**src/rtl/wbp_pkg.sv**
```systemverilog
package wbp_pkg;
  typedef enum logic [1:0] {
    PH_IDLE = 2'd0,
    PH_TX   = 2'd1,
    PH_RX   = 2'd2
  } phase_e;
endpackage

```
**src/rtl/wbp_tx_lane.sv**
```systemverilog
module wbp_tx_lane #(
  parameter int WORD_W = 32,
  parameter int BYTE_W = 8,
  parameter int CNT_W  = 3
) (
  input  logic              clk,
  input  logic              rst,
  input  logic              load,
  input  logic [WORD_W-1:0] load_word,
  input  logic [CNT_W-1:0]  load_len,
  input  logic              load_be,
  input  logic              step,
  output logic [BYTE_W-1:0] cur_byte,
  output logic              last
);
  logic [WORD_W-1:0] sh_q;
  logic [CNT_W-1:0]  left_q;
  logic              be_q;

  always_ff @(posedge clk) begin
    if (rst) begin
      sh_q   <= '0;
      left_q <= '0;
      be_q   <= 1'b0;
    end else if (load) begin
      sh_q   <= load_word;
      left_q <= load_len;
      be_q   <= load_be;
    end else if (step) begin
      sh_q   <= be_q ? (sh_q << BYTE_W) : (sh_q >> BYTE_W);
      left_q <= left_q - CNT_W'(1);
    end
  end

  assign cur_byte = be_q ? sh_q[WORD_W-1 -: BYTE_W] : sh_q[BYTE_W-1:0];
  assign last     = (left_q == CNT_W'(1));

  // never push more bytes than were loaded
  assert_push_bound_R4: assert property (@(posedge clk) disable iff (rst)
    step |-> (left_q != '0));
endmodule

```
**src/rtl/wbp_rx_lane.sv**
```systemverilog
module wbp_rx_lane #(
  parameter int WORD_W = 32,
  parameter int BYTE_W = 8,
  parameter int CNT_W  = 3
) (
  input  logic              clk,
  input  logic              rst,
  input  logic              start,
  input  logic [CNT_W-1:0]  start_len,
  input  logic              start_be,
  input  logic              take,
  input  logic [BYTE_W-1:0] byte_in,
  input  logic              finish,
  output logic              last,
  output logic [WORD_W-1:0] word,
  output logic              valid
);
  localparam int NB = WORD_W / BYTE_W;

  logic [WORD_W-1:0] acc_q, acc_n, packed_w;
  logic [CNT_W-1:0]  got_q, got_n, want_q, short_n;
  logic              be_q;
  logic [WORD_W-1:0] word_q;
  logic              valid_q;

  for (genvar j = 0; j < NB; j++) begin : g_lane
    logic hit;
    assign hit = take && (be_q ? (got_q == CNT_W'(NB - 1 - j)) : (got_q == CNT_W'(j)));
    assign acc_n[j*BYTE_W +: BYTE_W] = hit ? byte_in : acc_q[j*BYTE_W +: BYTE_W];
  end

  assign got_n   = got_q + CNT_W'(take);
  assign short_n = want_q - got_n;

  always_comb begin
    if (be_q)                packed_w = acc_n;
    else if (got_n == '0)    packed_w = '0;
    else                     packed_w = acc_n << (BYTE_W * int'(short_n));
  end

  always_ff @(posedge clk) begin
    if (rst) begin
      acc_q   <= '0;
      got_q   <= '0;
      want_q  <= '0;
      be_q    <= 1'b0;
      word_q  <= '0;
      valid_q <= 1'b0;
    end else begin
      valid_q <= 1'b0;
      if (start) begin
        acc_q  <= '0;
        got_q  <= '0;
        want_q <= start_len;
        be_q   <= start_be;
      end else begin
        acc_q <= acc_n;
        got_q <= got_n;
      end
      if (finish) begin
        word_q  <= packed_w;
        valid_q <= 1'b1;
      end
    end
  end

  assign last  = ((got_q + CNT_W'(1)) == want_q);
  assign word  = word_q;
  assign valid = valid_q;

  // never pop past the requested length
  assert_take_bound_R6: assert property (@(posedge clk) disable iff (rst)
    take |-> (got_q < want_q));
endmodule

```
**src/rtl/word_byte_packer.sv**
```systemverilog
module word_byte_packer
  import wbp_pkg::*;
#(
  parameter int WORD_W = 32,
  parameter int BYTE_W = 8,
  localparam int NB    = WORD_W / BYTE_W,
  localparam int SEL_W = $clog2(NB),
  localparam int CNT_W = $clog2(NB + 1)
) (
  input  logic              clk,
  input  logic              rst,
  input  logic              cfg_big_endian,
  input  logic [SEL_W-1:0]  cfg_len_code,
  input  logic              wr_req,
  input  logic [SEL_W-1:0]  wr_port,
  input  logic [WORD_W-1:0] wr_word,
  input  logic              rd_req,
  input  logic              fill_mode,
  output logic              busy,
  output logic [WORD_W-1:0] rd_word,
  output logic              rd_valid,
  output logic              tx_push,
  output logic [BYTE_W-1:0] tx_byte,
  input  logic              tx_full,
  output logic              rx_pop,
  input  logic [BYTE_W-1:0] rx_byte,
  input  logic              rx_empty
);
  phase_e           phase_q;
  logic             idle, acc_wr, acc_rd, eff_be;
  logic [CNT_W-1:0] cfg_len, wr_len, rd_len;
  logic             tx_last, rx_last, rx_finish;

  assign idle    = (phase_q == PH_IDLE);
  assign acc_wr  = idle && wr_req;
  assign acc_rd  = idle && rd_req && !wr_req;
  assign cfg_len = CNT_W'(cfg_len_code) + CNT_W'(1);
  assign wr_len  = fill_mode ? CNT_W'(1) :
                   ((wr_port == '0) ? cfg_len : CNT_W'(wr_port));
  assign rd_len  = fill_mode ? CNT_W'(1) : cfg_len;
  assign eff_be  = cfg_big_endian && !fill_mode;

  assign tx_push   = (phase_q == PH_TX) && !tx_full;
  assign rx_pop    = (phase_q == PH_RX) && !rx_empty;
  assign rx_finish = (phase_q == PH_RX) && (rx_empty || rx_last);
  assign busy      = !idle;

  always_ff @(posedge clk) begin
    if (rst) begin
      phase_q <= PH_IDLE;
    end else begin
      unique case (phase_q)
        PH_IDLE: begin
          if (acc_wr)      phase_q <= PH_TX;
          else if (acc_rd) phase_q <= PH_RX;
        end
        PH_TX:   if (tx_full || tx_last) phase_q <= PH_IDLE;
        PH_RX:   if (rx_finish)          phase_q <= PH_IDLE;
        default: phase_q <= PH_IDLE;
      endcase
    end
  end

  wbp_tx_lane #(.WORD_W(WORD_W), .BYTE_W(BYTE_W), .CNT_W(CNT_W)) u_tx (
    .clk(clk), .rst(rst), .load(acc_wr), .load_word(wr_word), .load_len(wr_len),
    .load_be(eff_be), .step(tx_push), .cur_byte(tx_byte), .last(tx_last)
  );

  wbp_rx_lane #(.WORD_W(WORD_W), .BYTE_W(BYTE_W), .CNT_W(CNT_W)) u_rx (
    .clk(clk), .rst(rst), .start(acc_rd), .start_len(rd_len), .start_be(eff_be),
    .take(rx_pop), .byte_in(rx_byte), .finish(rx_finish), .last(rx_last),
    .word(rd_word), .valid(rd_valid)
  );

  // read strobe lasts one cycle
  assert_valid_pulse_R10: assert property (@(posedge clk) disable iff (rst)
    rd_valid |=> !rd_valid);
  // read word changes only together with the strobe
  assert_word_hold_R10: assert property (@(posedge clk) disable iff (rst)
    !rd_valid |-> $stable(rd_word));
  // no FIFO traffic while idle
  assert_quiet_idle_R9: assert property (@(posedge clk) disable iff (rst)
    !busy |-> (!tx_push && !rx_pop));
  // an accepted request raises busy on the next clock
  assert_accept_busy_R9: assert property (@(posedge clk) disable iff (rst)
    (!busy && (wr_req || rd_req)) |=> busy);
endmodule

```
**config.mk**
```make
export PLATFORM = sky130hd
export DESIGN_NAME = word_byte_packer
export DESIGN_NICKNAME = d
export VERILOG_FILES = /design/src/rtl/wbp_pkg.sv /design/src/rtl/wbp_tx_lane.sv /design/src/rtl/wbp_rx_lane.sv /design/src/rtl/word_byte_packer.sv
export SDC_FILE = /design/constraint.sdc
export NUM_CORES = 1
export LEC_CHECK = 0
export ABC_AREA = 1
export BUFFER_PORTS_ARGS = -buffer_cell sky130_fd_sc_hd__buf_2
export CELL_PAD_IN_SITES_DETAIL_PLACEMENT = 0
export CELL_PAD_IN_SITES_GLOBAL_PLACEMENT = 1
export CORE_MARGIN = 2
export CORE_UTILIZATION = 42
export CTS_BUF_LIST = sky130_fd_sc_hd__clkbuf_2
export CTS_CLUSTER_DIAMETER = 60
export DETAILED_ROUTE_END_ITERATION = 8
export GPL_TIMING_DRIVEN = 0
export PLACE_DENSITY_LB_ADDON = 0.1
export RECOVER_POWER = 25
export SETUP_SLACK_MARGIN = 0.2
export SLEW_MARGIN = 20
export SYNTH_ARGS = -nofsm -noshare
export SYNTH_HDL_FRONTEND = slang
export SYNTH_HIERARCHICAL = 1
export SYNTH_SLANG_ARGS = --single-unit
```
**constraint.sdc**
```tcl
create_clock -name clk -period 3.55 [get_ports clk]
set_input_delay 0.71 -clock clk [delete_from_list [all_inputs] [get_ports clk]]
set_output_delay 0.71 -clock clk [all_outputs]
set_load 0.02 [all_outputs]
```
==> impl_metrics.env <==
export IMPL_tightestPinTransition_ns=0.739
export IMPL_maxSlewViolCount=0
export IMPL_ys_warn_count=6
export IMPL_place_area_um2=7040
export IMPL_end_kind="flop"
export IMPL_syn_avg_cell_area_um2=6.50
export IMPL_holdBufCountCts=0
export IMPL_status="complete, no violations"
export IMPL_tns_ns=0
export IMPL_leakage_nw=3.60
export IMPL_yosysSeqAreaShare=0.348
export IMPL_critical_path_top_delay_family="simple AND/OR/NAND/NOR gates"
export IMPL_startpoint_type="flop"
export IMPL_die_area_um2=16100
export IMPL_wl_per_cell_um=15.0
export IMPL_synth_ff_latch_count=110
export IMPL_numPortBuffers=95
export IMPL_die_height_um=127
export IMPL_cts_tree="yes"
export IMPL_cts_root_buf="clkbuf_2"
export IMPL_maxCapViolCount=0
export IMPL_clock_path_buffers=2
export IMPL_relSlewSlack=0.507
export IMPL_synth_edf_count=0
export IMPL_place_gp_congestion=0.931
export IMPL_drive_gt1_frac=0.169
export IMPL_route_met3_wl_um=928
export IMPL_drt_met1_wl_mm=8.14
export IMPL_grt_pass1_wl_mm=30.7
export IMPL_cts_buffers_inserted=9
export IMPL_crit_buf_inv=3
export IMPL_grt_setup_unrepaired="no"
export IMPL_clock_sinks=110
export IMPL_clkTransAtPathRegs_ns=0.31
export IMPL_syn_cell_area_um2=6330
export IMPL_cp_arrival_ns=3.77
export IMPL_route_met2_wl_mm=9.16
export IMPL_period_share=0.902
export IMPL_layout_commonest_cell="nand2_1"
export IMPL_hold_viol_final=0
export IMPL_synth_nets=1038
export IMPL_async_reset_ff_frac=0
export IMPL_grt_overflow_total=0
export IMPL_start_util=0.432
export IMPL_crit_fanout=10
export IMPL_critical_path_cell_chain="inv_1, nor2_1, inv_1, nor2_1, ha_1, ha_1, fa_1, nand2_1, clkinv_1, nand2_4, nand2_8, nand2_1, nand2_1, nor2_1, nor2_1"
export IMPL_skew_ns=0.0404
export IMPL_dr_max_layer_used="met4"
export IMPL_fin_crit_ns=3.20
export IMPL_worstSkewPairLatency_ns=0.66
export IMPL_coreArea_um2=14600
export IMPL_antenna_left=0
export IMPL_grt_usage=0.244
export IMPL_routed_wl_mm=19.1
export IMPL_worst_path_max_delay_cell="fa_1"
export IMPL_final_instance_count_excl_fill=1271
export IMPL_final_area_um2=7060
export IMPL_required_ns=4.12
export IMPL_clock_fmax_mhz=312
export IMPL_pre_cts_ws_ns=-0.221
export IMPL_ys_dominant_reg_cell="dfxtp_1"
export IMPL_vias_per_cell=4.92
export IMPL_hold_class="in2reg"
export IMPL_num_fill_cells=1626
export IMPL_dp_hpwl_mm=14.6
export IMPL_top_level_ports=96
export IMPL_drcViolationCount=0
export IMPL_powerDensity_nw_per_um2=351
export IMPL_cpMostUsedCell="nor2_1"
export IMPL_critPathMaxStageDelay_ns=0.55
export IMPL_via_count=6251
export IMPL_layout_common_cells="nand2_1, nor2_1, inv_1, dfxtp_1, nand3_1"
export IMPL_drt_pass1_iter_count=5
export IMPL_first_global_vias=6052
export IMPL_fin_ws_ns=0.347
export IMPL_yosys_cell_types_count=36
export IMPL_netlist_instances=974
export IMPL_vdd_drop_max_mv=0.138
export IMPL_syn_to_final_growth_pct=11.4
export IMPL_setup_viol=0
export IMPL_utilization=0.482
export IMPL_die_w_um=127
export IMPL_criticalPathCategory="reg2reg"
export IMPL_cts_setup_buffers=0
export IMPL_drt_initial_drc_count=371
export IMPL_antenna_found_initial=1
export IMPL_fin_nets=1144
export IMPL_dp_cells=1253
export IMPL_htreeDepth=3
export IMPL_grt_max_degree=19
export IMPL_rows=44
## routing by layer
layer / up-vias / track usage
li1: 3273 / -
met1: 2754 / 0.290
met2: 176 / 0.424
met3: 48 / 0.0456
met4: 0 / 0.121
met5: - / 0
## through the flow
step	power, mW	hold WS (ns)
final	2.48	0.293
after global routing	2.64	0.241
after CTS	2.52	0.228
after detailed placement	1.97	0.477
after global placement	1.97	0.475
after floorplan	1.77	0.466
## tightest hold or removal path, cell delays in order
cell and delay (ns):
buf_2 0.09, nor2_1 0.04, nand3_1 0.05, a21oi_1 0.05
## cell type report
cell class,count,area [um^2],area share
repair buffers,95,474,0.0672
diodes,2,5.00,0.000709
multi-input cells,687,3310,0.470
well taps,184,230,0.0326
flip-flops and latches,110,2200,0.312
clock buffers,9,45.0,0.00638
inverters,134,503,0.0713
clock inverters,7,48.8,0.00692
plain buffers,43,233,0.0330
## cells in the mapped netlist, types with 2 or more instances
cell type | count | area, um^2
buf_2 | 8 | 40.0
buf_4 | 10 | 75.1
a21oi_1 | 33 | 165
nand2_4 | 2 | 22.5
buf_6 | 6 | 67.6
o21ai_0 | 51 | 255
nand3_2 | 10 | 100
inv_1 | 126 | 473
nand3_1 | 102 | 510
o21ai_2 | 10 | 87.6
mux2_2 | 8 | 90.1
nor2_8 | 2 | 40.0
nor2_2 | 5 | 31.3
nand2_2 | 14 | 87.6
nand4_1 | 24 | 150
and2_1 | 8 | 50.1
inv_2 | 4 | 15.0
clkbuf_1 | 16 | 60.1
xnor2_1 | 4 | 35.0
clkinv_1 | 4 | 15.0
dfxtp_1 | 110 | 2200
ha_1 | 11 | 138
nand2_1 | 259 | 972
xor2_1 | 2 | 17.5
o21ai_1 | 8 | 40.0
nor3_1 | 2 | 10.0
nor2_1 | 126 | 473
## report_power, final
group / total [mW] / internal [mW] / switching (mW) / leakage (nW)
sequential: 1.34 / 1.30 / 0.0433 / 0.896
combinational: 0.592 / 0.187 / 0.405 / 2.64
clock: 0.544 / 0.0960 / 0.448 / 0.0625
total: 2.48 / 1.58 / 0.896 / 3.60
## state kept, by name, summed over array words and instances, names as in the netlist
name	count
phase_q	2
u_rx/acc_q	32
u_rx/be_q	1
u_rx/got_q	3
u_rx/valid	1
u_rx/want_q	3
u_rx/word	32
u_tx/be_q	1
u_tx/left_q	3
u_tx/sh_q	32
## cell families after synthesis
| group | count (synthesis) | synth area share |
|---|---|---|
| AOI/OAI and AO/OA | 104 | 0.0891 |
| xor gates and xnor gates | 6 | 0.00830 |
| adders and majority gates | 12 | 0.0249 |
| buffers and inverters | 177 | 0.122 |
| DFF | 110 | 0.348 |
| muxes | 8 | 0.0142 |
| and+or+nand+nor | 557 | 0.393 |
## final timing paths
kind	from	end	cells past startpoint	slack [ns]
worst max-delay path	phase_q[1]	u_rx/word[19]	15	0.35
worst min-delay path	tx_full	phase_q[0]	4	0.29
worst max register to register	phase_q[1]	u_rx/word[19]	15	0.35
worst min register to register	u_rx/word[6]	u_rx/word[6]	2	0.50
## what timing repair did
item	in CTS	in global routing
endpoints found under the setup margin	10	10
resized for setup	2	5
hold endpoints to repair	0	0
Power figures use the tool's default switching activity.
